## src/rtl/lcdt_pkg.sv

```systemverilog
package lcdt_pkg;
  // default panel geometry and bus sizes
  localparam int DEF_H_PIX   = 240;
  localparam int DEF_V_LINES = 160;
  localparam int DEF_BUS_W   = 4;
  localparam int DEF_RD_W    = 8;

  // phase of one pixel period at the doubled base clock
  typedef enum logic {
    PH_HIGH = 1'b0,
    PH_LOW  = 1'b1
  } half_e;
endpackage

```

## src/rtl/lcdt_scan.sv

```systemverilog
module lcdt_scan #(
  parameter  int COLS = 60,
  parameter  int ROWS = 160,
  localparam int CW   = $clog2(COLS),
  localparam int LW   = $clog2(ROWS)
) (
  input  logic                  clk,
  input  logic                  rst,
  output logic                  adv,
  output lcdt_pkg::half_e       ph_n,
  output logic [CW-1:0]         col_n,
  output logic [LW-1:0]         line_n,
  output logic [CW-1:0]         col_a,
  output logic [LW-1:0]         line_a
);
  localparam logic [CW-1:0] COL_LAST = CW'(COLS - 1);
  localparam logic [LW-1:0] ROW_LAST = LW'(ROWS - 1);

  lcdt_pkg::half_e ph_q;
  logic [CW-1:0]   col_q;
  logic [LW-1:0]   line_q;

  assign adv = (ph_q == lcdt_pkg::PH_LOW);

  // next position, and the position of the period after it
  always_comb begin
    ph_n   = (ph_q == lcdt_pkg::PH_LOW) ? lcdt_pkg::PH_HIGH : lcdt_pkg::PH_LOW;
    col_n  = col_q;
    line_n = line_q;
    if (adv) begin
      if (col_q == COL_LAST) begin
        col_n  = '0;
        line_n = (line_q == ROW_LAST) ? '0 : line_q + 1'b1;
      end else begin
        col_n = col_q + 1'b1;
      end
    end
    if (col_n == COL_LAST) begin
      col_a  = '0;
      line_a = (line_n == ROW_LAST) ? '0 : line_n + 1'b1;
    end else begin
      col_a  = col_n + 1'b1;
      line_a = line_n;
    end
  end

  always_ff @(posedge clk) begin
    if (rst) begin
      ph_q   <= lcdt_pkg::PH_HIGH;
      col_q  <= '0;
      line_q <= '0;
    end else begin
      ph_q   <= ph_n;
      col_q  <= col_n;
      line_q <= line_n;
    end
  end
endmodule

```

## src/rtl/lcdt_fetch.sv

```systemverilog
module lcdt_fetch #(
  parameter  int COLS   = 60,
  parameter  int ROWS   = 160,
  parameter  int BUS_W  = 4,
  parameter  int RD_W   = 8,
  parameter  bit PIX_HI = 1'b0,
  localparam int CW     = $clog2(COLS),
  localparam int LW     = $clog2(ROWS),
  localparam int FRAME  = COLS * ROWS,
  localparam int AW     = $clog2(2 * FRAME)
) (
  input  logic             clk,
  input  logic             rst,
  input  logic             adv,
  input  logic [CW-1:0]    col_n,
  input  logic [LW-1:0]    line_n,
  input  logic [CW-1:0]    col_a,
  input  logic [LW-1:0]    line_a,
  input  logic             buf_sel_i,
  input  logic [RD_W-1:0]  rd_data_i,
  output logic [AW-1:0]    rd_addr_o,
  output logic [BUS_W-1:0] data_o,
  output logic             disp_buf_o
);
  logic             pend_q;
  logic             frame_start;
  logic             frame_last;
  logic             abuf;
  logic [AW-1:0]    offs;
  logic [BUS_W-1:0] pix;

  // entering group 0 of line 0; group after next is line 0 group 0
  assign frame_start = adv && (col_n == '0) && (line_n == '0);
  assign frame_last  = adv && (col_a == '0) && (line_a == '0);

  always_comb begin
    if (frame_last)       abuf = buf_sel_i;
    else if (frame_start) abuf = pend_q;
    else                  abuf = disp_buf_o;
  end

  assign offs = AW'(line_a) * AW'(COLS) + AW'(col_a);

  generate
    if (PIX_HI) begin : g_hi
      assign pix = rd_data_i[RD_W-1 -: BUS_W];
    end else begin : g_lo
      assign pix = rd_data_i[BUS_W-1:0];
    end
  endgenerate

  always_ff @(posedge clk) begin
    if (rst) begin
      pend_q     <= 1'b0;
      disp_buf_o <= 1'b0;
      rd_addr_o  <= AW'(1);
      data_o     <= '0;
    end else if (adv) begin
      if (frame_start) disp_buf_o <= pend_q;
      if (frame_last)  pend_q     <= buf_sel_i;
      rd_addr_o <= (abuf ? AW'(FRAME) : '0) + offs;
      data_o    <= pix;
    end
  end
endmodule

```

## src/rtl/lcdt_sync.sv

```systemverilog
module lcdt_sync #(
  parameter  int COLS = 60,
  parameter  int ROWS = 160,
  localparam int CW   = $clog2(COLS),
  localparam int LW   = $clog2(ROWS)
) (
  input  logic            clk,
  input  logic            rst,
  input  lcdt_pkg::half_e ph_n,
  input  logic [CW-1:0]   col_n,
  input  logic [LW-1:0]   line_n,
  output logic            pclk_o,
  output logic            hs_o,
  output logic            vs_o,
  output logic            fr_o
);
  localparam logic [CW-1:0] COL_LAST = CW'(COLS - 1);

  logic lo_n;
  logic hs_d, vs_d, fr_flip;

  assign lo_n    = (ph_n == lcdt_pkg::PH_LOW);
  assign hs_d    = lo_n && (col_n == COL_LAST);
  assign vs_d    = ((line_n == '0) && ((col_n != '0) || lo_n)) ||
                   ((line_n == LW'(1)) && (col_n == '0) && !lo_n);
  assign fr_flip = lo_n && (col_n == '0) && (line_n == '0);

  // registered from the next state so outputs are glitch free
  always_ff @(posedge clk) begin
    if (rst) begin
      pclk_o <= 1'b0;
      hs_o   <= 1'b0;
      vs_o   <= 1'b0;
      fr_o   <= 1'b0;
    end else begin
      pclk_o <= !lo_n;
      hs_o   <= hs_d;
      vs_o   <= vs_d;
      fr_o   <= fr_o ^ fr_flip;
    end
  end
endmodule

```

## src/rtl/lcd_mono_tgen.sv

```systemverilog
module lcd_mono_tgen #(
  parameter  int H_PIX   = lcdt_pkg::DEF_H_PIX,
  parameter  int V_LINES = lcdt_pkg::DEF_V_LINES,
  parameter  int BUS_W   = lcdt_pkg::DEF_BUS_W,
  parameter  int RD_W    = lcdt_pkg::DEF_RD_W,
  parameter  bit PIX_HI  = 1'b0,
  localparam int COLS    = H_PIX / BUS_W,
  localparam int CW      = $clog2(COLS),
  localparam int LW      = $clog2(V_LINES),
  localparam int AW      = $clog2(2 * COLS * V_LINES)
) (
  input  logic             clk,
  input  logic             rst,
  input  logic             buf_sel_i,
  output logic [AW-1:0]    rd_addr_o,
  input  logic [RD_W-1:0]  rd_data_i,
  output logic             pclk_o,
  output logic [BUS_W-1:0] data_o,
  output logic             hs_o,
  output logic             vs_o,
  output logic             fr_o,
  output logic             disp_buf_o
);
  logic            adv;
  lcdt_pkg::half_e ph_n;
  logic [CW-1:0]   col_n, col_a;
  logic [LW-1:0]   line_n, line_a;

  lcdt_scan #(.COLS(COLS), .ROWS(V_LINES)) u_scan (
    .clk(clk), .rst(rst), .adv(adv), .ph_n(ph_n),
    .col_n(col_n), .line_n(line_n), .col_a(col_a), .line_a(line_a)
  );

  lcdt_fetch #(.COLS(COLS), .ROWS(V_LINES), .BUS_W(BUS_W), .RD_W(RD_W),
               .PIX_HI(PIX_HI)) u_fetch (
    .clk(clk), .rst(rst), .adv(adv),
    .col_n(col_n), .line_n(line_n), .col_a(col_a), .line_a(line_a),
    .buf_sel_i(buf_sel_i), .rd_data_i(rd_data_i),
    .rd_addr_o(rd_addr_o), .data_o(data_o), .disp_buf_o(disp_buf_o)
  );

  lcdt_sync #(.COLS(COLS), .ROWS(V_LINES)) u_sync (
    .clk(clk), .rst(rst), .ph_n(ph_n), .col_n(col_n), .line_n(line_n),
    .pclk_o(pclk_o), .hs_o(hs_o), .vs_o(vs_o), .fr_o(fr_o)
  );
endmodule

```

## config.mk

```make
export PLATFORM = sky130hd
export DESIGN_NAME = lcd_mono_tgen
export DESIGN_NICKNAME = d
export VERILOG_FILES = /design/src/rtl/lcdt_pkg.sv /design/src/rtl/lcdt_scan.sv /design/src/rtl/lcdt_fetch.sv /design/src/rtl/lcdt_sync.sv /design/src/rtl/lcd_mono_tgen.sv
export SDC_FILE = /design/constraint.sdc
export NUM_CORES = 1
export LEC_CHECK = 0
export ABC_AREA = 1
export BUFFER_PORTS_ARGS = -buffer_cell sky130_fd_sc_hd__buf_4
export CAP_MARGIN = 40
export CORE_MARGIN = 8
export CORE_UTILIZATION = 50
export CTS_BUF_LIST = sky130_fd_sc_hd__clkbuf_4 sky130_fd_sc_hd__clkbuf_8
export CTS_CLUSTER_SIZE = 12
export DETAILED_ROUTE_END_ITERATION = 8
export MAX_ROUTING_LAYER = met4
export PLACE_DENSITY = 0.71
export SETUP_SLACK_MARGIN = 0.5
export SKIP_CTS_REPAIR_TIMING = 1
export SYNTH_ARGS = -nofsm -noshare
export SYNTH_HDL_FRONTEND = slang
export SYNTH_SLANG_ARGS = --single-unit
export TNS_END_PERCENT = 100
```

## constraint.sdc

```tcl
create_clock -name clk -period 5.3 [get_ports clk]
set_input_delay 1.06 -clock clk [delete_from_list [all_inputs] [get_ports clk]]
set_output_delay 1.06 -clock clk [all_outputs]
set_load 0.01 [all_outputs]
```

==> results.rst <==
.. list-table::
   :header-rows: 1

   * - Metric
     - Value
   * - Outcome
     - complete, no violations
   * - Synthesized netlist net count
     - 538
   * - Peak fanout along the critical path
     - 5
   * - Synthesis-stage register bit count
     - 40
   * - Number of different library cells in the post-synthesis netlist
     - 38
   * - CP Class
     - flip-flop to flip-flop
   * - CORE AREA
     - 6680 sq um
   * - Number of H-tree levels
     - 2
   * - Half-perimeter wire length after detailed placement
     - 5.89 mm
   * - TritonCTS sink count
     - 40
   * - Total routing usage reported by global routing
     - 16.1%
   * - Clock root buffer master
     - sky130_fd_sc_hd__clkbuf_8
   * - Sequential cell area fraction in the yosys report
     - 23.6%
   * - Nets@finish
     - 614
   * - Most common cell after layout, fill and taps aside
     - sky130_fd_sc_hd__nand2_1
   * - Growth of design area from synthesis to finish
     - 30.4%
   * - Most frequent cells in the layout
     - sky130_fd_sc_hd__nand2_1, sky130_fd_sc_hd__inv_1, sky130_fd_sc_hd__buf_4
   * - Number of max-slew violations in the final report
     - 0
   * - Fraction of the cycle the final worst path needs
     - 96.4%
   * - Peak ir drop on the vdd network
     - 0.134 mV
   * - Count of yosys warnings during synthesis
     - 0
   * - Cell with the largest stage delay on the worst path
     - sky130_fd_sc_hd__fa_1
   * - Relative slew slack
     - 71.1%
   * - Syn Std Cell Area
     - 3400 sq um
   * - Required time reported for the critical path endpoint
     - 5.55 ns
   * - Worst-case clock buffer depth
     - 2
   * - Initial standard-cell utilization of the core
     - 50.9%
   * - Slew at the pin with the worst max-slew slack
     - 0.431 ns
   * - Final wirelength
     - 8.24 mm
   * - DR iter-0 viols
     - 133
   * - Final-layout fill cell count
     - 561
   * - Number of diodes added for antenna fixing
     - 0
   * - Vias per Instance
     - 5.14
   * - Nature of the critical path endpoint
     - flip-flop
   * - Synthesized area per cell
     - 7.11 sq um
   * - Worst min-delay path class
     - flip-flop to flip-flop
   * - Setup Slack @ Placement
     - 0.150 ns
   * - DIE AREA
     - 9690 sq um
   * - Number of cells on the worst hold path
     - 2
   * - Number of setup violations in the final report
     - 0
   * - Via count
     - 3261
   * - DRC Markers
     - 0
   * - Final clock skew
     - 0.0106 ns
   * - Unrepaired setup endpoints after global routing
     - true
   * - Layout cell share with drive strength beyond 1
     - 29.9%
   * - Overflow left after global routing
     - 0
   * - Min Clock Period, post-route
     - 5.11 ns
   * - Share of the core filled with cells
     - 66.3%
   * - CP startpoint kind
     - flip-flop
   * - Top Ports
     - 35
   * - Register area
     - 811 sq um
   * - TritonCTS clock tree
     - done
   * - Reg2Reg Depth
     - 30
   * - Standard-cell row count
     - 30
   * - Post-detailed-route wirelength per cell
     - 13.0 um
   * - Chip width
     - 98.4 um
   * - Footprint of the multi-input gates
     - 2460 sq um
   * - Most frequently used flop master after synthesis
     - sky130_fd_sc_hd__dfxtp_1
   * - DRT antenna net count
     - 0
   * - Number of antenna violations at the first check in global routing
     - 0
   * - Post-synthesis cell count
     - 478
   * - Routability congestion estimate from global placement
     - 0.841
   * - Die span in y
     - 98.4 um
   * - Final Hold Viols
     - 0
   * - CTS buffer count
     - 5
   * - Number of iterations in the first detailed-routing pass
     - 4
   * - Total power divided by cell area
     - 143 nW/um^2
   * - Max-capacitance violation count
     - 0
   * - CTS clock-pin slew for the worst setup and hold paths
     - 0.08 ns
   * - Leakage power
     - 2.32 nW
   * - Post-synthesis async set-or-reset flop share
     - 0%
   * - Pin count of the biggest net entering global routing
     - 23
   * - Buffers added on ports
     - 30
   * - Number of global-route vias before repair
     - 2991
   * - Number of flops mapped to enable cells by yosys
     - 0
   * - Wire length of the first global-routing pass
     - 12.8 mm
   * - Arrival time worst endpoint
     - 5.36 ns
   * - Final setup margin
     - 0.188 ns
   * - Clock network latency to the later pin of the worst-skew pair
     - 0.30 ns
   * - Critical path's largest stage delay
     - 0.56 ns
   * - Max Fclk
     - 196 MHz
[path summary, 6_finish.rpt]
kind	endpoint	start	slack, ns
worst max register to register	u_fetch.rd_addr_o[14]	u_scan.col_q[1]	0.19
worst max-delay path	u_fetch.rd_addr_o[14]	u_scan.col_q[1]	0.19
worst min-delay path	u_fetch.rd_addr_o[13]	u_fetch.rd_addr_o[13]	0.46
worst min register to register	u_fetch.rd_addr_o[13]	u_fetch.rd_addr_o[13]	0.46
[registers in the layout, summed over array words and instances, names as in the netlist]
signal              flops
u_scan.line_q           8
u_scan.adv              1
u_sync.pclk_o           1
u_scan.col_q            6
u_sync.vs_o             1
u_fetch.disp_buf_o      1
u_sync.fr_o             1
u_fetch.data_o          4
u_fetch.rd_addr_o      15
u_fetch.pend_q          1
u_sync.hs_o             1
[power breakdown]
part	total [W]	internal, W	switching, W
clock	0.000255	0.000145	0.000110
combinational	0.0000648	0.0000292	0.0000355
sequential	0.000313	0.000308	0.00000504
[final cells by class]
cell class              count  share of cell area, %
multi-input cells         341                   55.6
flip-flops and latches     40                   18.3
repair buffers             75                   13.3
inverters                  91                   8.04
well taps                  80                   2.26
clock buffers               6                   1.72
clock inverters             2                  0.790
[cell families after synthesis]
family          Yosys count  share of synthesized area (%)
compound gates           47                           9.02
xor+xnor                 13                           3.35
fa+ha+maj                49                           21.1
buf+inv                  98                           11.2
flops                    40                           23.6
simple gates            231                           31.7
[metrics by stage]
stage	total power [W]	setup TNS (ns)	hold slack, ns	area (sq um)	instances
finish	0.000633	0	0.456	4430	635
global route	0.000658	-0.240	0.475	4430	635
CTS	0.000637	0	0.458	4060	611
detailed placement	0.000382	0	0.442	3950	603
global placement	0.000380	0	0.439	3950	603
floorplan	0.000354	0	0.440	3500	478
[layer usage]
layer / vias up / track usage (%) / routed length [um]
met5: - / - / 0
met4: 0 / 5.55 / 133
met3: 9 / 2.47 / 308
met2: 52 / 28.4 / 4180
met1: 1540 / 18.3 / 3610
li1: 1660 / - / -
[cells in the mapped netlist, types with 2 or more instances]
master | n | area [sq um]
sky130_fd_sc_hd__nand3b_1 | 4 | 30.0
sky130_fd_sc_hd__nand2_2 | 4 | 25.0
sky130_fd_sc_hd__dfxtp_1 | 40 | 801
sky130_fd_sc_hd__nand3_2 | 2 | 20.0
sky130_fd_sc_hd__o21ai_1 | 2 | 10.0
sky130_fd_sc_hd__nor2_2 | 5 | 31.3
sky130_fd_sc_hd__nand4_1 | 8 | 50.1
sky130_fd_sc_hd__nand2_1 | 112 | 420
sky130_fd_sc_hd__clkbuf_1 | 4 | 15.0
sky130_fd_sc_hd__fa_1 | 14 | 280
sky130_fd_sc_hd__a22o_1 | 7 | 61.3
sky130_fd_sc_hd__inv_1 | 85 | 319
sky130_fd_sc_hd__nand3_4 | 2 | 35.0
sky130_fd_sc_hd__a21oi_1 | 15 | 75.1
sky130_fd_sc_hd__xor2_1 | 9 | 78.8
sky130_fd_sc_hd__inv_2 | 6 | 22.5
sky130_fd_sc_hd__nor3_1 | 4 | 20.0
sky130_fd_sc_hd__nor2_4 | 3 | 33.8
sky130_fd_sc_hd__nand3_1 | 47 | 235
sky130_fd_sc_hd__nor2_1 | 36 | 135
sky130_fd_sc_hd__xnor2_1 | 4 | 35.0
sky130_fd_sc_hd__ha_1 | 35 | 438
sky130_fd_sc_hd__o21ai_0 | 15 | 75.1
[critical path: cells and delay by family, from the launching register on]
family	cells	cell delay (ns)
compound gates	2	0.30
flops	1	0.36
xor+xnor	1	0.18
simple gates	14	1.50
buf+inv	7	0.59
fa+ha+maj	6	2.09
(Power assumes the default switching activity.)
